===== config.mk =====
export PLATFORM = sky130hd
export DESIGN_NAME = ep0_ctrl_handshake
export DESIGN_NICKNAME = d
export VERILOG_FILES = /design/src/rtl/ep0_hs_pkg.sv /design/src/rtl/ep0_hs_ctrl.sv /design/src/rtl/ep0_hs_data.sv /design/src/rtl/ep0_ctrl_handshake.sv
export SDC_FILE = /design/constraint.sdc
export NUM_CORES = 1
export LEC_CHECK = 0
export BUFFER_PORTS_ARGS = -buffer_cell sky130_fd_sc_hd__clkbuf_2
export CAP_MARGIN = 20
export CORE_MARGIN = 2
export CORE_UTILIZATION = 42
export DETAILED_ROUTE_END_ITERATION = 10
export GPL_TIMING_DRIVEN = 0
export PLACE_DENSITY = 0.77
export SKIP_LAST_GASP = 1
export SYNTH_ARGS = -nofsm -noshare
export SYNTH_HDL_FRONTEND = slang
export SYNTH_SLANG_ARGS = --single-unit

===== constraint.sdc =====
create_clock -name clk -period 1.39 [get_ports clk]
set_clock_uncertainty 0.15 [all_clocks]
set_input_delay 0 -clock clk [delete_from_list [all_inputs] [get_ports clk]]
set_output_delay 0 -clock clk [all_outputs]
set_load 0.01 [all_outputs]

===== src/rtl/ep0_hs_pkg.sv =====
package ep0_hs_pkg;

  typedef enum logic [2:0] {
    ST_IDLE,
    ST_SETUP,
    ST_DATA_IN,
    ST_STAT_FIRST,
    ST_STAT_DONE
  } stage_e;

  // strobes from control to datapath, one cycle each
  typedef struct packed {
    logic setupEv;    // SETUP accepted
    logic statusDet;  // first status OUT seen
    logic retryAck;   // status OUT retry accepted
    logic inAck;      // IN data packet accepted
    logic zlpEv;      // zero-length OUT observed
    logic inRdyClr;   // CPU IN-ready clear honoured
    logic wrInc;      // CPU byte write honoured
  } ep0Strobe_t;

endpackage


===== src/rtl/ep0_hs_ctrl.sv =====
module ep0_hs_ctrl
  import ep0_hs_pkg::*;
(
  input  logic       clk,
  input  logic       rstN,
  input  logic       tokSetup,
  input  logic       tokIn,
  input  logic       tokOut,
  input  logic       tokZeroLen,
  input  logic       cpuClrInRdy,
  input  logic       cpuWrStb,
  input  logic       flagSetup,
  output ep0Strobe_t strb,
  output logic       hsValid,
  output logic       hsAck
);

  stage_e stage;
  logic   armed;
  logic   dataStage;
  logic   statusStage;

  assign dataStage   = (stage == ST_SETUP) || (stage == ST_DATA_IN);
  assign statusStage = (stage == ST_STAT_FIRST) || (stage == ST_STAT_DONE);

  always_comb begin
    strb           = '0;
    strb.setupEv   = tokSetup;
    strb.statusDet = !tokSetup && tokOut && !flagSetup && dataStage;
    strb.retryAck  = !tokSetup && tokOut && !flagSetup && (stage == ST_STAT_FIRST);
    strb.inAck     = !tokSetup && !tokOut && tokIn && !flagSetup && dataStage && armed;
    strb.zlpEv     = !tokSetup && tokOut && tokZeroLen;
    strb.inRdyClr  = cpuClrInRdy && dataStage;
    strb.wrInc     = cpuWrStb && dataStage && !armed;
  end

  always_ff @(posedge clk) begin
    if (!rstN) begin
      stage   <= ST_IDLE;
      armed   <= 1'b0;
      hsValid <= 1'b0;
      hsAck   <= 1'b0;
    end else begin
      hsValid <= tokSetup || tokIn || tokOut;
      hsAck   <= strb.setupEv || strb.retryAck || strb.inAck;
      if (strb.setupEv)        stage <= ST_SETUP;
      else if (strb.statusDet) stage <= ST_STAT_FIRST;
      else if (strb.retryAck)  stage <= ST_STAT_DONE;
      else if (strb.inAck)     stage <= ST_DATA_IN;
      if (strb.setupEv || strb.statusDet) armed <= 1'b0;
      else if (strb.inRdyClr)             armed <= 1'b1;
      else if (strb.inAck)                armed <= 1'b0;
    end
  end

  AST_SETUP_ACK: assert property (@(posedge clk) disable iff (!rstN)
    tokSetup |=> (hsValid && hsAck));
  AST_NAK_WHILE_SETUP: assert property (@(posedge clk) disable iff (!rstN)
    (flagSetup && !tokSetup && (tokIn || tokOut)) |=> (hsValid && !hsAck));
  AST_STATUS_NO_ARM: assert property (@(posedge clk) disable iff (!rstN)
    (statusStage && cpuClrInRdy && !tokSetup) |=> !armed);
  AST_HS_QUIET: assert property (@(posedge clk) disable iff (!rstN)
    !(tokSetup || tokIn || tokOut) |=> !hsValid);

endmodule


===== src/rtl/ep0_hs_data.sv =====
module ep0_hs_data
  import ep0_hs_pkg::*;
#(
  parameter int BUF_BYTES = 64,
  parameter int CNT_W     = $clog2(BUF_BYTES + 1)
) (
  input  logic             clk,
  input  logic             rstN,
  input  ep0Strobe_t       strb,
  input  logic             cpuClrSetup,
  input  logic             cpuClrOut,
  input  logic [2:0]       intEn,
  output logic             flagSetup,
  output logic             flagOut,
  output logic             flagInRdy,
  output logic [CNT_W-1:0] byteCount,
  output logic             fifoFlush,
  output logic             irq
);

  localparam int NFLAG = 3;
  localparam logic [CNT_W-1:0] CNT_MAX = CNT_W'(BUF_BYTES);

  // bit order: 0 setup, 1 OUT, 2 IN-ready
  logic [NFLAG-1:0] flags, setVec, clrVec;

  assign setVec = {strb.retryAck || strb.inAck, strb.retryAck, strb.setupEv};
  assign clrVec = {strb.inRdyClr || strb.setupEv, cpuClrOut || strb.setupEv, cpuClrSetup};

  for (genvar g = 0; g < NFLAG; g++) begin : gFlag
    always_ff @(posedge clk) begin
      if (!rstN)          flags[g] <= 1'b0;
      else if (setVec[g]) flags[g] <= 1'b1;
      else if (clrVec[g]) flags[g] <= 1'b0;
    end
  end

  always_ff @(posedge clk) begin
    if (!rstN) begin
      byteCount <= '0;
      fifoFlush <= 1'b0;
    end else begin
      fifoFlush <= strb.setupEv || strb.statusDet;
      if (strb.setupEv || strb.statusDet || strb.inAck || strb.zlpEv)
        byteCount <= '0;
      else if (strb.wrInc && (byteCount < CNT_MAX))
        byteCount <= byteCount + 1'b1;
    end
  end

  assign flagSetup = flags[0];
  assign flagOut   = flags[1];
  assign flagInRdy = flags[2];
  assign irq       = |(flags & intEn);

  AST_CNT_BOUND: assert property (@(posedge clk) disable iff (!rstN)
    byteCount <= CNT_MAX);
  AST_RETRY_FLAGS: assert property (@(posedge clk) disable iff (!rstN)
    strb.retryAck |=> (flagOut && flagInRdy));
  AST_SETUP_WIPE: assert property (@(posedge clk) disable iff (!rstN)
    strb.setupEv |=> (flagSetup && !flagOut && !flagInRdy && byteCount == '0 && fifoFlush));

endmodule


===== src/rtl/ep0_ctrl_handshake.sv =====
module ep0_ctrl_handshake
  import ep0_hs_pkg::*;
#(
  parameter  int BUF_BYTES = 64,
  localparam int CNT_W     = $clog2(BUF_BYTES + 1)
) (
  input  logic             clk,
  input  logic             rstN,
  input  logic             tokSetup,
  input  logic             tokIn,
  input  logic             tokOut,
  input  logic             tokZeroLen,
  input  logic             cpuClrSetup,
  input  logic             cpuClrOut,
  input  logic             cpuClrInRdy,
  input  logic             cpuWrStb,
  input  logic [2:0]       intEn,
  output logic             hsValid,
  output logic             hsAck,
  output logic             flagSetup,
  output logic             flagOut,
  output logic             flagInRdy,
  output logic [CNT_W-1:0] byteCount,
  output logic             fifoFlush,
  output logic             irq
);

  ep0Strobe_t strb;

  ep0_hs_ctrl u_ctrl (
    .clk         (clk),
    .rstN        (rstN),
    .tokSetup    (tokSetup),
    .tokIn       (tokIn),
    .tokOut      (tokOut),
    .tokZeroLen  (tokZeroLen),
    .cpuClrInRdy (cpuClrInRdy),
    .cpuWrStb    (cpuWrStb),
    .flagSetup   (flagSetup),
    .strb        (strb),
    .hsValid     (hsValid),
    .hsAck       (hsAck)
  );

  ep0_hs_data #(.BUF_BYTES(BUF_BYTES), .CNT_W(CNT_W)) u_data (
    .clk         (clk),
    .rstN        (rstN),
    .strb        (strb),
    .cpuClrSetup (cpuClrSetup),
    .cpuClrOut   (cpuClrOut),
    .intEn       (intEn),
    .flagSetup   (flagSetup),
    .flagOut     (flagOut),
    .flagInRdy   (flagInRdy),
    .byteCount   (byteCount),
    .fifoFlush   (fifoFlush),
    .irq         (irq)
  );

endmodule


==> Word-level counts from Yosys, hierarchy flattened <==
Cells that the tools add are included.
{ "word_totals": {"regBits": 17, "latch_bits": 0, "mem_bits_rw": 0, "romBits": 0, "output_inout_bits": 14, "word_cells": 71, "n_memories": 0} }
{ "op_classes": {"addsub": 1, "multipliers": 0, "div_mod_pow": 0, "order_cmp": 1, "eq_ne": 3, "shift": 0, "mux": 12, "n_bitwise": 2, "reduce_logical": 41} }
{ "ops": {"columns": ["op", "n"], "rows": [
  ["logical AND 1 bit", 14],
  ["logical OR 1 bit", 11],
  ["nonzero test 2 bit", 5],
  ["two-way mux 1 bit", 9],
  ["adder 7 x 1 -> 7 bit (second input constant)", 1],
  ["< comparator 7 bit (second input constant)", 1],
  ["equality test 3 x 2 -> 1 bit (second input constant)", 2],
  ["two-way mux 3 bit", 2],
  ["OR reduction 2 bit", 3],
  ["OR reduction 3 bit", 2],
  ["logical NOT 1 bit", 4],
  ["nonzero test 4 bit", 1],
  ["AND 3 bit", 1],
  ["equality test 3 x 1 -> 1 bit (second input constant)", 1],
  ["nonzero test 3 bit", 1],
  ["two-way mux 2 bit", 1],
  ["NOT 1 bit", 1]
]} }

==> Logic depth before layout (Yosys ltp) <==
Gate-level depths: netlist (run 1).
{ "logic_depth": {"ltp_word": 10, "depth_mapped": 5, "depth_no_buf": 5} }

==> By module <==
From an unflattened synthesis (run 1), not the netlist that was laid out.
{ "hier_totals": {"hier_cells": 83, "area_unflattened_um2": 804.5} }
{ "modules_own_cells": {"columns": ["module", "n_inst", "cells_each", "area_each_um2", "seq_area_each_um2"], "rows": [
  ["ep0_hs_data", 1, 49, 454.2, 220.2],
  ["ep0_hs_ctrl", 1, 34, 350.3, 120.1]
]} }

==> Least setup slack after synthesis (run 1) <==
OpenSTA, ideal clock, no wires.
{ "synth_timing": {"kind": "flip-flop to flip-flop", "from": "register u_data.byteCount[6]", "to": "register u_data.byteCount[5]", "setup_time_ps": 67, "t_arrival_ps": 1316, "t_required_ps": 1173, "slack_ps": -143, "stages_incl_launch_ff": 5, "path_buffers": 0, "period_less_slack_ps": 1533, "path_cell_list": "dfxtp_1 > nor4b_4 > nand2_2 > or3_1 > a21oi_2"} }
{ "synth_via": {"elab_chain_len": 2} }
{ "synth_lines": {"columns": ["item", "line", "text"], "rows": [
  ["start, declared", "ep0_hs_data.sv:16", "output logic [CNT_W-1:0] byteCount,"],
  ["start signal, assigned", "ep0_hs_data.sv:47", "byteCount <= byteCount + 1'b1;"],
  ["< comparator 7 bit", "ep0_hs_data.sv:46", "else if (strb.wrInc && (byteCount < CNT_MAX))"],
  ["logical AND 1 bit", "ep0_hs_data.sv:46", null]
]} }
No other way between the ends.
A chain may end at the register's enable or synchronous reset.

==> Final worst setup path (run 1) <==
{ "layout_timing": {"from": "register u_ctrl.stage[2]", "to": "register u_data.byteCount[5]"} }
{ "layout_via": {"elab_chain_len": 7, "word_cells_on_any_way": 13, "cone_classes": "eq/ne (2); reduce/logical (11)"} }
{ "layout_lines": {"columns": ["item", "line", "text"], "rows": [
  ["start, declared", "ep0_hs_ctrl.sv:18", "stage_e stage;"],
  ["start signal, assigned", "ep0_hs_ctrl.sv:39", "stage <= ST_IDLE;"],
  ["start signal, assigned", "ep0_hs_ctrl.sv:46", "if (strb.setupEv) stage <= ST_SETUP;"],
  ["start signal, assigned", "ep0_hs_ctrl.sv:47", "else if (strb.statusDet) stage <= ST_STAT_FIRST;"],
  ["equality test 3 x 1 -> 1 bit / equality test 3 x 2 -> 1 bit (equally long branches)", "ep0_hs_ctrl.sv:23", "assign dataStage = (stage == ST_SETUP) || (stage == ST_DATA_IN);"],
  ["logical OR 1 bit *", "ep0_hs_ctrl.sv:23", null],
  ["logical AND 1 bit, on equally long branches", "ep0_hs_ctrl.sv:29, ep0_hs_ctrl.sv:31", null],
  ["logical OR 1 bit / logical AND 1 bit (equally long branches)", "ep0_hs_data.sv:44, ep0_hs_ctrl.sv:31", null],
  ["logical OR 1 bit (2 in series)", "ep0_hs_data.sv:44", "if (strb.setupEv || strb.statusDet || strb.inAck || strb.zlpEv)"],
  ["OR reduction 2 bit (no line)", null, null]
]} }
Every way passes the cells marked *; elsewhere a longest branch is shown, timed or not.

==> out/qor_table.md, run 1 <==
| Result | Reported | Unit |
| --- | --- | --- |
| Filler-free cell count of the finished design | 151 | - |
| Maximum clock insertion buffer count | 2 | - |
| Violations in the final reports | negative setup slack | - |
| Pins over their slew limit | 0 | - |
| Via count of the first global-routing pass | 767 | - |
| All-layer global routing usage | 0.228 | - |
| Unrepaired setup endpoints after global routing | yes | - |
| Flops & latches, synth | 17 | - |
| TritonCTS sink count | 17 | - |
| Result of the run | complete, but fails checks | - |
| Vias per std cell | 5.38 | - |
| Number of nets in the layout | 141 | - |
| Clock Tree Root | sky130_fd_sc_hd__clkbuf_4 | - |
| First drt pass iteration count | 4 | - |
| WL per Instance | 15.4 | um |
| Layout Cell Area excl Fill | 0.00123 | mm2 |
| Measured slew at the worst slew-check pin | 0.319 | ns |
| TritonCTS clock tree | yes | - |
| Data arrival time at the worst-slack endpoint | 1.60 | ns |
| Total DRC errors in the routed layout | 0 | - |
| Total Die Area | 0.00217 | mm2 |
| Count of placed standard cells including taps | 127 | - |
| Setup crit end kind | flop | - |
| Met2 track utilization from global routing | 0.381 | - |
| Most heavily used metal layer in global routing | met2 | - |
| WS Path Type | reg2reg | - |
| Required time at the endpoint of the critical path | 1.47 | ns |
| Synth Net Count | 92 | - |
| Total length of routed wires | 2320 | um |
| Portion of the post-synthesis area used by sequential elements | 0.446 | - |
| Worst-path maximum fanout | 4 | - |
| Upper clock frequency limit | 661 | MHz |
| Source-to-sink clock delay at the later pin of the worst-skew pair | 0.29 | ns |
| Hold Vio Cnt, Final | 0 | - |
| Clk pin slew, worst setup/hold paths | 0.10 | ns |
| Average instance area after synthesis | 9.79 | um2 |
| Total Power Consumption | 978 | uW |
| Power density over the cells | 795 | mW/mm2 |
| Internal Dissipation | 714 | uW |
| N_diodes | 0 | - |
| First-pass GRT wire length | 3470 | um |
| Number of nets with antenna violations after routing | 0 | - |
| Fraction of the cycle the final worst path needs | 1.09 | - |
| Initial core utilization | 0.442 | - |
| CORE AREA | 0.00173 | mm2 |
| Switching share of total power | 0.270 | - |
| Count of final setup violators | 12 | - |
| Synthesized instance count | 78 | - |
| Post-route setup TNS | -0.557 | ns |
| Endpoint of the worst hold path | u_data.byteCount[5]$_SDFFE_PP0P_ | - |
| Post-layout minimum cycle time | 1.51 | ns |
| Number of cells traversed by the worst hold path | 5 | - |
| # IOs | 27 | - |
| HP Start | cpuWrStb | - |
| DIE HEIGHT | 46.6 | um |
| Power share of the clock group | 0.275 | - |
| Flop pwr share | 0.524 | - |
| Setup slack, reg-to-reg | -0.12 | ns |
| Cell Area, Placed | 925 | um2 |
| Cell variety after synth | 36 | - |
| Final RePlAce weighted congestion | 0.728 | - |
| Class of the worst hold path | in2reg | - |
| Sw Pwr | 264 | uW |
| CP startpoint kind | flop | - |
| Cell area after technology mapping | 763 | um2 |
| CTS HTree Levels | 1 | - |
| HPWL Detailed | 1160 | um |
| Final setup margin | -0.123 | ns |
| Overall die width | 46.6 | um |
| Port buffer count | 24 | - |
| Area Overhead vs Synth | 61.1 | % |
| Normalized max-slew margin | 0.787 | - |
| Count of synthesis-stage warnings from yosys | 0 | - |
| VDD IR max | 0.462 | mV |
| Layout cell share with drive strength beyond 1 | 0.460 | - |
| Initial drt markers | 34 | - |
| Via total after detailed routing | 813 | - |
| Max Cap Viol | 0 | - |
| Static Leak | 0.528 | nW |
| Global routing usage on met1 | 0.283 | - |
| Total CTS buffers | 3 | - |
| Residual overflow from global routing | 0 | - |
| Number of cells on the worst reg-to-reg path | 4 | - |
| Std-Cell Rows | 15 | - |
| Worst flop-to-flop path startpoint | u_ctrl.stage[2]$_SDFFE_PP0P_ | - |
| Grt met3 use | 0.0353 | - |
| Largest net degree at the start of global routing | 10 | - |
| Portion of total power attributed to combinational logic | 0.200 | - |
| Terminus of the critical flop-to-flop path | u_data.byteCount[5]$_SDFFE_PP0P_ | - |
| Min Hold Slack | 0.0791 | ns |
| Number of antenna violations at the first check in global routing | 0 | - |
[Yosys cell counts]
cell	n	area, um2
sky130_fd_sc_hd__nor4b_4	1	23.8
sky130_fd_sc_hd__a21oi_2	1	8.76
sky130_fd_sc_hd__inv_1	2	7.51
sky130_fd_sc_hd__xor2_1	5	43.8
sky130_fd_sc_hd__nand4_1	4	25.0
sky130_fd_sc_hd__buf_2	1	5.00
sky130_fd_sc_hd__nor2b_1	1	6.26
sky130_fd_sc_hd__a222oi_1	1	10.0
sky130_fd_sc_hd__and2_1	1	6.26
sky130_fd_sc_hd__a41o_1	1	10.0
sky130_fd_sc_hd__o31a_1	1	8.76
sky130_fd_sc_hd__o21a_1	5	37.5
sky130_fd_sc_hd__nand2_1	3	11.3
sky130_fd_sc_hd__nor2_1	6	22.5
sky130_fd_sc_hd__o21ai_0	1	5.00
sky130_fd_sc_hd__ha_1	1	12.5
sky130_fd_sc_hd__a31oi_1	1	6.26
sky130_fd_sc_hd__nand2b_1	1	6.26
sky130_fd_sc_hd__a41oi_1	1	8.76
sky130_fd_sc_hd__clkbuf_1	1	3.75
sky130_fd_sc_hd__nor3b_1	2	15.0
sky130_fd_sc_hd__nand3b_1	1	7.51
sky130_fd_sc_hd__nand3_2	1	10.0
sky130_fd_sc_hd__and3_1	2	12.5
sky130_fd_sc_hd__a21boi_0	2	15.0
sky130_fd_sc_hd__nand2_2	1	6.26
sky130_fd_sc_hd__a21oi_1	1	5.00
sky130_fd_sc_hd__nand3_1	5	25.0
sky130_fd_sc_hd__and3b_1	1	8.76
sky130_fd_sc_hd__or3_1	1	6.26
sky130_fd_sc_hd__and4_2	1	10.0
sky130_fd_sc_hd__nor4b_1	1	8.76
sky130_fd_sc_hd__a211oi_1	1	7.51
sky130_fd_sc_hd__buf_4	1	7.51
sky130_fd_sc_hd__dfxtp_1	17	340
sky130_fd_sc_hd__and4_1	1	8.76
[timing repair]
action	4_1_cts	5_1_grt
hold buffers	10	0
setup endpoints to repair	13	13
hold endpoints to repair	14	0
gates resized for setup	15	10
setup buffers	8	1
gates cloned	1	0
pin swaps	14	7
[worst max-delay path, cell delays in order (launching register included)]
cell and delay, ns:
sky130_fd_sc_hd__dfxtp_2 0.35, sky130_fd_sc_hd__nor4b_4 0.37, sky130_fd_sc_hd__nand2_2 0.12, sky130_fd_sc_hd__or3_1 0.35, sky130_fd_sc_hd__a21oi_2 0.12
[cells by family (layout without fill, tap and decap cells)]
| family | after synthesis | in the layout | synth area share |
|---|---|---|---|
| fa+ha+maj | 1 | 1 | 0.0164 |
| buf+inv | 5 | 53 | 0.0311 |
| simple gates | 34 | 34 | 0.289 |
| compound gates | 16 | 16 | 0.161 |
| flops | 17 | 17 | 0.446 |
| xor+xnor | 5 | 5 | 0.0574 |
[power by group through the flow]
stage                     combinational (mW)  sequential, mW  clock [mW]
final                                  0.196           0.513       0.269
after global routing                   0.206           0.515       0.293
after CTS                              0.172           0.511       0.266
after detailed placement               0.105           0.521           0
after global placement                 0.102           0.520           0
after floorplan                       0.0630           0.524           0
[final cells by class]
class	count	area [um2]
fillers	125	497
repair buffers	44	299
plain buffers	3	20.0
flip-flops and latches	17	357
multi-input cells	56	489
well taps	25	31.3
clock buffers	4	26.3
inverters	2	7.51
[placed cells by master, fill, tap and decap left out, types with 3 or more instances in the layout]
| master | netlist | final |
|---|---|---|
| sky130_fd_sc_hd__buf_4 | 1 | 9 |
| sky130_fd_sc_hd__clkbuf_2 | 0 | 24 |
| sky130_fd_sc_hd__clkbuf_4 | 0 | 3 |
| sky130_fd_sc_hd__dfxtp_1 | 17 | 12 |
| sky130_fd_sc_hd__dfxtp_4 | 0 | 4 |
| sky130_fd_sc_hd__dlygate4sd3_1 | 0 | 10 |
| sky130_fd_sc_hd__nand3_2 | 1 | 3 |
| sky130_fd_sc_hd__nand4_1 | 4 | 4 |
| sky130_fd_sc_hd__nor2_1 | 6 | 6 |
| sky130_fd_sc_hd__o21a_1 | 5 | 5 |
| sky130_fd_sc_hd__xor2_1 | 5 | 4 |
[per-stage QoR]
stage | worst slack, ns | utilization
finish | -0.123 | 0.712
global route | -0.160 | 0.712
CTS | -0.0762 | 0.684
detailed placement | -0.189 | 0.536
global placement | -0.159 | 0.536
floorplan | -0.0844 | -
[layer usage]
| layer | part of all wire | wire length (um) |
|---|---|---|
| met5 | 0 | 0 |
| met2 | 0.50 | 1150 |
| met3 | 0.027 | 63 |
| met4 | 0.015 | 34 |
| met1 | 0.46 | 1070 |
[flip-flops by register name, summed over array words and instances, names as in the netlist]
signal / cells
u_data.flagSetup: 1
u_data.byteCount: 7
u_data.flagOut: 1
u_ctrl.stage: 3
u_ctrl.hsValid: 1
u_data.fifoFlush: 1
u_ctrl.armed: 1
u_data.flagInRdy: 1
u_ctrl.hsAck: 1
[worst max path at each step]
stage	startpoint	to	cells after the start
finish	u_ctrl.stage[2]$_SDFFE_PP0P_	u_data.byteCount[5]$_SDFFE_PP0P_	4
global route	u_ctrl.stage[2]$_SDFFE_PP0P_	u_data.byteCount[5]$_SDFFE_PP0P_	4
CTS	u_data.byteCount[6]$_SDFFE_PP0P_	u_data.byteCount[5]$_SDFFE_PP0P_	4
detailed placement	u_data.byteCount[6]$_SDFFE_PP0P_	u_data.byteCount[5]$_SDFFE_PP0P_	4
global placement	u_data.byteCount[6]$_SDFFE_PP0P_	u_data.byteCount[5]$_SDFFE_PP0P_	4
floorplan	u_data.byteCount[6]$_SDFFE_PP0P_	u_data.byteCount[5]$_SDFFE_PP0P_	4
Power figures use the tool's default switching activity.
==> run 2: changes to the inputs <==
--- a/config.mk
+++ b/config.mk
@@ -8,11 +8,12 @@
 export BUFFER_PORTS_ARGS = -buffer_cell sky130_fd_sc_hd__clkbuf_2
 export CAP_MARGIN = 20
 export CORE_MARGIN = 2
-export CORE_UTILIZATION = 42
+export CORE_UTILIZATION = 43
 export DETAILED_ROUTE_END_ITERATION = 10
 export GPL_TIMING_DRIVEN = 0
-export PLACE_DENSITY = 0.77
+export PLACE_DENSITY = 0.78
 export SKIP_LAST_GASP = 1
 export SYNTH_ARGS = -nofsm -noshare
 export SYNTH_HDL_FRONTEND = slang
+export SYNTH_HIERARCHICAL = 1
 export SYNTH_SLANG_ARGS = --single-unit
==> run 2 against run 1 <==
  * The flow still finishes with violations (negative setup slack)
  * Non-clock buffer count grew 5
  * Sequential share of layout area decreased by 1.5 points
  * First-iteration DRC count decreased by 76%
  * Critical path depth increased by 2
  * Core utilization up 2.0 points
  * Cell count is 6.6% higher
  * Hold slack got worse by 0.078 ns
  * Global-route usage is 0.52 points higher
  * Clock power is essentially flat
  * Register-to-register slack worse by 0.32 ns
  * Largest cell class unchanged
==> out/qor_table.md, run 2 <==
| Result | Reported | Unit | Delta |
| --- | --- | --- | --- |
| Via count of the first global-routing pass | 786 | - | +2.5% |
| Measured slew at the worst slew-check pin | 0.410 | ns | +0.0913 ns |
| WL per Instance | 14.6 | um | -4.9% |
| Pins over their slew limit | 0 | - | unchanged |
| Hold Vio Cnt, Final | 0 | - | unchanged |
| Violations in the final reports | negative setup slack | - |  |
| Overall die width | 47.3 | um | +1.3% |
| N_diodes | 0 | - | unchanged |
| All-layer global routing usage | 0.233 | - | +0.00516 |
| Area of the multi-input gates | 512 | um2 | +4.6% |
| Flop pwr share | 0.518 | - | -0.006 |
| Source-to-sink clock delay at the later pin of the worst-skew pair | 0.30 | ns | about the same |
| Port buffer count | 26 | - | +8.3% |
| Number of flip-flops in the largest register | 7 | - | unchanged |
| VDD IR max | 0.525 | mV | +14% |
| Count of placed standard cells including taps | 134 | - | +5.5% |
| Static Leak | 0.558 | nW | +5.6% |
| Synthesized instance count | 83 | - | +6.4% |
| Post-synth EDFFs | 0 | - | unchanged |
| Number of nets with antenna violations after routing | 0 | - | unchanged |
| Most common cell after layout, fill and taps aside | sky130_fd_sc_hd__clkbuf_2 | - |  |
| Most instantiated library cell after synthesis | sky130_fd_sc_hd__dfxtp_1 | - |  |
| Leading post-synthesis cells by instance count | 17 x sky130_fd_sc_hd__dfxtp_1, 7 x sky130_fd_sc_hd__nor2_1, 5 x sky130_fd_sc_hd__a21oi_1 | - |  |
| Grt met3 use | 0.0500 | - | +0.0147 |
| DIE HEIGHT | 47.3 | um | +1.3% |
| Result of the run | complete, but fails checks | - |  |
| Required time at the endpoint of the critical path | 1.43 | ns | -0.04 ns |
| Average instance area after synthesis | 9.69 | um2 | -0.94% |
| Class of the worst hold path | in2reg | - |  |
| Fillers | 142 | - | +14% |
| TritonCTS sink count | 17 | - | unchanged |
| Synth Net Count | 97 | - | +5.4% |
| Vias per std cell | 5.14 | - | -4.6% |
| Residual overflow from global routing | 0 | - | unchanged |
| CP startpoint kind | flop | - |  |
| Portion of total power attributed to combinational logic | 0.205 | - | +0.005 |
| Global routing usage on met1 | 0.229 | - | -0.0539 |
| Initial core utilization | 0.461 | - | +0.0189 |
| Switching share of total power | 0.268 | - | -0.00253 |
| Number of nets in the layout | 151 | - | +7.1% |
| Number of antenna violations at the first check in global routing | 0 | - | unchanged |
| CORE AREA | 0.00175 | mm2 | +1.1% |
| WS Path Type | reg2reg | - |  |
| Most heavily used metal layer in global routing | met2 | - |  |
| Cell area after technology mapping | 805 | um2 | +5.4% |
| Count of synthesis-stage warnings from yosys | 6 | - | +6 |
| Area Overhead vs Synth | 58.8 | % |  |
| Sw Pwr | 263 | uW | -0.24% |
| CTS HTree Levels | 1 | - | unchanged |
| Met2 track utilization from global routing | 0.432 | - | +0.0519 |
| Data arrival time at the worst-slack endpoint | 1.87 | ns | +0.27 ns |
| Min Hold Slack | 0.00149 | ns | -0.0777 ns |
| Worst flop-to-flop path startpoint | u_data/flagSetup$_SDFFE_PN0P_ | - |  |
| Largest registers | u_data/byteCount x7, u_ctrl/stage x3 | - |  |
| # IOs | 27 | - | unchanged |
| Internal Dissipation | 721 | uW | +1.1% |
| Final RePlAce weighted congestion | 0.780 | - | +7.2% |
| Upper clock frequency limit | 547 | MHz | -17% |
| Total length of routed wires | 2360 | um | +1.4% |
| Terminus of the critical flop-to-flop path | u_data/byteCount[5]$_SDFFE_PP0P_ | - |  |
| Portion of the post-synthesis area used by sequential elements | 0.423 | - | -0.0229 |
| Max Cap Viol | 0 | - | unchanged |
| Cell variety after synth | 35 | - | -2.8% |
| Total CTS buffers | 3 | - | unchanged |
| Number of cells on the worst reg-to-reg path | 6 | - | +2 |
| Power share of the clock group | 0.277 | - | +0.002 |
| Clk pin slew, worst setup/hold paths | 0.11 | ns | about the same |
| Setup slack, reg-to-reg | -0.44 | ns | -0.32 ns |
| Fin util | 0.732 | - | +0.0196 |
| Filler-free cell count of the finished design | 161 | - | +6.6% |
| Layout cell share with drive strength beyond 1 | 0.507 | - | +0.0470 |
| Leading cell types by total area after synthesis | sky130_fd_sc_hd__dfxtp_1 42%, sky130_fd_sc_hd__o31a_1 4.4%, sky130_fd_sc_hd__o21a_1 3.7% | - |  |
| Flops & latches, synth | 17 | - | unchanged |
| Most frequent cells in the layout | 26 x sky130_fd_sc_hd__clkbuf_2, 18 x sky130_fd_sc_hd__buf_4, 14 x sky130_fd_sc_hd__dfxtp_1, 6 x sky130_fd_sc_hd__dlygate4sd3_1 | - |  |
| Normalized max-slew margin | 0.726 | - | -0.0603 |
| Setup crit start | u_data/flagSetup$_SDFFE_PN0P_ | - |  |
| Via total after detailed routing | 827 | - | +1.7% |
| First drt pass iteration count | 4 | - | unchanged |
| Ys async rst share | 0 | - | unchanged |
| Post-layout minimum cycle time | 1.83 | ns | +0.317 ns |
| Capture point of the critical path | u_data/byteCount[5]$_SDFFE_PP0P_ | - |  |
| Storage element area | 352 | um2 | -1.4% |
| HPWL Detailed | 1230 | um | +5.8% |
| Worst-path maximum fanout | 4 | - | unchanged |
| Initial drt markers | 8 | - | -76% |
| Dominant cell type by area after synthesis | sky130_fd_sc_hd__dfxtp_1 | - |  |
| First-pass GRT wire length | 3460 | um | -0.20% |
| Largest register by flop count | u_data/byteCount | - |  |
| Std-Cell Rows | 15 | - | unchanged |
| Total DRC errors in the routed layout | 0 | - | unchanged |
| Largest net degree at the start of global routing | 12 | - | +2 |
| Clock Tree Root | sky130_fd_sc_hd__clkbuf_4 | - |  |
| Commonest register cell after synthesis | sky130_fd_sc_hd__dfxtp_1 | - |  |
| TritonCTS clock tree | yes | - |  |
| Fraction of post-synthesis cell area in the top cell type by area | 0.423 | - | -0.0229 |
| Maximum clock insertion buffer count | 2 | - | unchanged |
| Final setup margin | -0.439 | ns | -0.317 ns |
| Fraction of the cycle the final worst path needs | 1.32 | - | +0.228 |
| Unrepaired setup endpoints after global routing | yes | - |  |
| Setup crit end kind | flop | - |  |
| Power density over the cells | 771 | mW/mm2 | -3.0% |
| Count of final setup violators | 16 | - | +4 |
| Total Die Area | 0.00223 | mm2 | +2.7% |
## run 2: cell count changes in the layout (fill, tap and decap cells not counted), sizes merged, moves of 4 or more
cell         before  now
dlygate4sd3      10    6
xor2              5    1
nand4             4    0
buf              12   20
## run 2: timing repair
| item | CTS | global route |
|---|---|---|
| pin swaps | 13 | 6 |
| buffers inserted | 11 | 9 |
| gates resized for setup | 8 | 8 |
| hold buffers | 6 | 0 |
| setup endpoints to repair | 15 | 16 |
| endpoints found under the hold margin | 7 | 0 |
## run 2: area by class of cell
type,instances,share of cell area
Multi-Input combinational cell,61,0.401
Sequential cell,17,0.275
Timing Repair Buffer,51,0.266
Tap cell,25,0.0245
Clock buffer,3,0.0176
Buffer,1,0.00588
Inverter,2,0.00588
Clock inverter,1,0.00392
## run 2: cell families after synthesis
family | count (synthesis) | share of synthesized area
buffers and inverters | 5 | 0.0311
DFF | 17 | 0.423
and+or+nand+nor | 32 | 0.275
muxes | 1 | 0.0124
adders and majority gates | 1 | 0.0155
AOI/OAI and AO/OA | 23 | 0.199
xor gates and xnor gates | 4 | 0.0436
## run 2: through the flow
step	setup WS [ns]	cell area (um2)	setup TNS [ns]	total power, mW
detailed placement	-0.547	1020	-5.09	0.655
finish	-0.439	1280	-5.38	0.985
CTS	-0.353	1190	-3.78	0.947
floorplan	-0.413	857	-3.16	0.610
global route	-0.509	1280	-6.35	1.02
global placement	-0.559	1020	-4.93	0.651
## run 2: worst min-delay path by stage
stage | startpoint | endpoint | depth (start not counted)
global route | cpuClrInRdy | u_ctrl/armed$_SDFFE_PP0P_ | 3
CTS | tokSetup | u_data/flagSetup$_SDFFE_PN0P_ | 3
finish | cpuClrInRdy | u_ctrl/armed$_SDFFE_PP0P_ | 3
detailed placement | tokIn | u_ctrl/hsValid$_SDFF_PN0_ | 2
floorplan | rstN | u_data/flagSetup$_SDFFE_PN0P_ | 1
global placement | tokIn | u_ctrl/hsValid$_SDFF_PN0_ | 2
## run 2: per-layer routing
layer / wire, um / up-vias
met3: 68 / 8
li1: - / 407
met5: 0 / -
met1: 870 / 397
met2: 1340 / 15
met4: 80 / 0
## run 2: critical path: stages, from the launching register on
cell                      delay (ns)
sky130_fd_sc_hd__dfxtp_4        0.37
sky130_fd_sc_hd__or4b_4         0.50
sky130_fd_sc_hd__nor4b_4        0.34
sky130_fd_sc_hd__nor2_2         0.09
sky130_fd_sc_hd__nand3_2        0.11
sky130_fd_sc_hd__buf_4          0.13
sky130_fd_sc_hd__a21oi_1        0.03
## run 2: power groups by stage
stage	combinational (mW)	clock (mW)	sequential [mW]
after global placement	0.132	0	0.519
after detailed placement	0.135	0	0.520
after CTS	0.169	0.269	0.509
after floorplan	0.0867	0	0.523
after global routing	0.219	0.292	0.512
final	0.202	0.272	0.510
==> run 3: changes to the inputs <==
==> constraint.sdc (replaced) <==
create_clock -name clk -period 1.39 [get_ports clk]
set_clock_uncertainty 0.15 [all_clocks]
set_input_delay 0.139 -clock clk [delete_from_list [all_inputs] [get_ports clk]]
set_output_delay 0.139 -clock clk [all_outputs]
set_load 0.01 [all_outputs]
==> run 3 against run 2 <==
  * The flow still finishes with violations (negative setup slack)
  * Clock power shrank 3%
  * Largest power group unchanged
  * Design area is 2.8% lower
  * Fmax up 0.85%
  * Sequential power is essentially flat
  * Power down 2.1%
  * Die area did not move
==> out/qor_table.md, run 3 (synthesis results as in run 2) <==
| Result | Reported | Unit | Delta |
| --- | --- | --- | --- |
| Largest net degree at the start of global routing | 12 | - | unchanged |
| Final RePlAce weighted congestion | 0.780 | - | unchanged |
| Count of final setup violators | 16 | - | unchanged |
| Vias per std cell | 5.10 | - | -0.68% |
| Terminus of the critical flop-to-flop path | u_data/byteCount[5]$_SDFFE_PP0P_ | - |  |
| Result of the run | complete, but fails checks | - |  |
| Cell Area, Placed | 0.00102 | mm2 | unchanged |
| Clock Tree Root | sky130_fd_sc_hd__clkbuf_4 | - |  |
| HPWL Detailed | 1230 | um | unchanged |
| Most common cell after layout, fill and taps aside | sky130_fd_sc_hd__clkbuf_2 | - |  |
| Fin util | 0.711 | - | -0.0208 |
| Largest registers | u_data/byteCount x7, u_ctrl/stage x3 | - |  |
| VDD IR max | 0.488 | mV | -7.1% |
| Maximum clock insertion buffer count | 2 | - | unchanged |
| Residual overflow from global routing | 0 | - | unchanged |
| Number of flip-flops in the largest register | 7 | - | unchanged |
| Number of nets in the layout | 147 | - | -2.6% |
| Pins over their slew limit | 0 | - | unchanged |
| Measured slew at the worst slew-check pin | 0.393 | ns | -0.0173 ns |
| Source-to-sink clock delay at the later pin of the worst-skew pair | 0.29 | ns | about the same |
| Top Family by Delay on Critical Path | simple AND/OR/NAND/NOR gates | - |  |
| Worst slack at placement | -0.583 | ns | -0.0363 ns |
| Via count of the first global-routing pass | 758 | - | -3.6% |
| Total DRC errors in the routed layout | 0 | - | unchanged |
| WL per Instance | 12.9 | um | -12% |
| Final setup margin | -0.424 | ns | +0.0154 ns |
| # IOs | 27 | - | unchanged |
| Overall die width | 47.3 | um | unchanged |
| Layout Cell Area excl Fill | 0.00124 | mm2 | -2.8% |
| Setup crit end kind | flop | - |  |
| CORE AREA | 0.00175 | mm2 | unchanged |
| Port buffer count | 26 | - | unchanged |
| CTS HTree Levels | 1 | - | unchanged |
| Hold Vio Cnt, Final | 0 | - | unchanged |
| Violations in the final reports | negative setup slack | - |  |
| Setup slack, reg-to-reg | -0.42 | ns | +0.02 ns |
| Std-Cell Rows | 15 | - | unchanged |
| Total CTS buffers | 3 | - | unchanged |
| Largest register by flop count | u_data/byteCount | - |  |
| Via total after detailed routing | 801 | - | -3.1% |
| TritonCTS clock tree | yes | - |  |
| Cell with the largest stage delay on the worst path | sky130_fd_sc_hd__or4b_4 | - |  |
| Most frequent cells in the layout | 25 x sky130_fd_sc_hd__clkbuf_2, 17 x sky130_fd_sc_hd__buf_4, 14 x sky130_fd_sc_hd__dfxtp_1 | - |  |
| All-layer global routing usage | 0.207 | - | -0.0265 |
| Total length of routed wires | 2030 | um | -14% |
| Worst-path maximum fanout | 4 | - | unchanged |
| DIE HEIGHT | 47.3 | um | unchanged |
| Required time at the endpoint of the critical path | 1.42 | ns | about the same |
| Post-layout minimum cycle time | 1.81 | ns | -0.0154 ns |
| First-pass GRT wire length | 3130 | um | -9.6% |
| Min Hold Slack | 0.0175 | ns | +0.0160 ns |
| Buffers & Inverters on Critical Path | 1 | - | unchanged |
| N_diodes | 0 | - | unchanged |
| Layout cell share with drive strength beyond 1 | 0.515 | - | +0.00780 |
| Max Cap Viol | 0 | - | unchanged |
| Class of the worst hold path | in2reg | - |  |
| CP startpoint kind | flop | - |  |
| Area Overhead vs Synth | 54.3 | % |  |
| Data arrival time at the worst-slack endpoint | 1.85 | ns | -0.02 ns |
| Capture point of the critical path | u_data/byteCount[5]$_SDFFE_PP0P_ | - |  |
| Total Die Area | 0.00223 | mm2 | unchanged |
| HP Start | cpuClrOut | - |  |
| Number of cells on the worst reg-to-reg path | 6 | - | unchanged |
| First drt pass iteration count | 4 | - | unchanged |
| Highest cell delay on the worst timing path | 0.51 | ns | about the same |
| Cells traversed along the worst timing path | or4b_4, nor4b_4, nor2_1, nand3_2, buf_4, a21oi_1 | - |  |
| Number of antenna violations at the first check in global routing | 0 | - | unchanged |
| Setup crit start | u_data/flagSetup$_SDFFE_PN0P_ | - |  |
| Upper clock frequency limit | 551 | MHz | +0.85% |
| Total Power Consumption | 964 | uW | -2.1% |
| Fraction of the cycle the final worst path needs | 1.30 | - | -0.0111 |
| Initial drt markers | 5 | - | -3 |
| WS Path Type | reg2reg | - |  |
| Static Leak | 0.540 | nW | -3.1% |
| Fillers | 138 | - | -2.8% |
| Power density over the cells | 777 | mW/mm2 | +0.76% |
| Normalized max-slew margin | 0.738 | - | +0.0115 |
| Unrepaired setup endpoints after global routing | yes | - |  |
| Initial core utilization | 0.461 | - | unchanged |
| Number of nets with antenna violations after routing | 0 | - | unchanged |
| Logic depth of the worst setup path including buffers | 6 | - | unchanged |
| Clk pin slew, worst setup/hold paths | 0.10 | ns | about the same |
| Worst flop-to-flop path startpoint | u_data/flagSetup$_SDFFE_PN0P_ | - |  |
| TritonCTS sink count | 17 | - | unchanged |
-- run 3: cell types whose count changed in the layout (fill, tap and decap cells not counted), sizes merged --
cell         before  now
dlygate4sd3       6    3
clkbuf           29   28
-- run 3: tightest hold or removal path, cell delays in order --
cell and delay, ns:
sky130_fd_sc_hd__clkbuf_2 0.08, sky130_fd_sc_hd__nor2_1 0.04, sky130_fd_sc_hd__a21oi_2 0.12, sky130_fd_sc_hd__nor2b_1 0.05
-- run 3: how the worst min path moves through the flow --
stage	end	cells past startpoint
after floorplan	u_data/flagSetup$_SDFFE_PN0P_	1
after global placement	u_ctrl/hsValid$_SDFF_PN0_	2
after detailed placement	u_ctrl/hsValid$_SDFF_PN0_	2
after CTS	u_data/flagOut$_SDFFE_PN0P_	4
after global routing	u_data/flagOut$_SDFFE_PN0P_	4
final	u_data/flagOut$_SDFFE_PN0P_	4
-- run 3: what timing repair did --
action | in CTS | in global routing
gates resized for setup | 8 | 9
hold buffers | 3 | 0
buffers inserted | 11 | 7
endpoints found under the hold margin | 2 | 0
pin swaps | 13 | 6
endpoints found under the setup margin | 16 | 16
-- run 3: through the flow --
| step | std cells | setup TNS (ns) |
|---|---|---|
| global placement | 134 | -5.28 |
| finish | 157 | -5.15 |
| global route | 157 | -6.09 |
| CTS | 150 | -3.91 |
| detailed placement | 134 | -5.43 |
| floorplan | 83 | -3.16 |
-- run 3: where the power goes --
group	total, mW	switching, mW	internal [mW]
registers	0.509	0.0109	0.498
clock network	0.265	0.158	0.107
logic	0.190	0.0812	0.109
total	0.964	0.250	0.714
-- run 3: cell type report --
cell class / count / area, um2 / share of cell area
Multi-Input combinational cell: 61 / 513 / 0.413
Sequential cell: 17 / 352 / 0.283
Timing Repair Buffer: 47 / 303 / 0.244
Tap cell: 25 / 31.3 / 0.0252
Clock buffer: 3 / 22.5 / 0.0181
Buffer: 1 / 7.51 / 0.00605
Inverter: 2 / 7.51 / 0.00605
Clock inverter: 1 / 5.00 / 0.00403
-- run 3: routing by layer --
metal	vias to the layer above	track usage	share of wire
met4	0	0.139	0.028
li1	404	-	-
met3	6	0.0423	0.028
met2	17	0.384	0.55
met5	-	0	0
met1	374	0.201	0.39
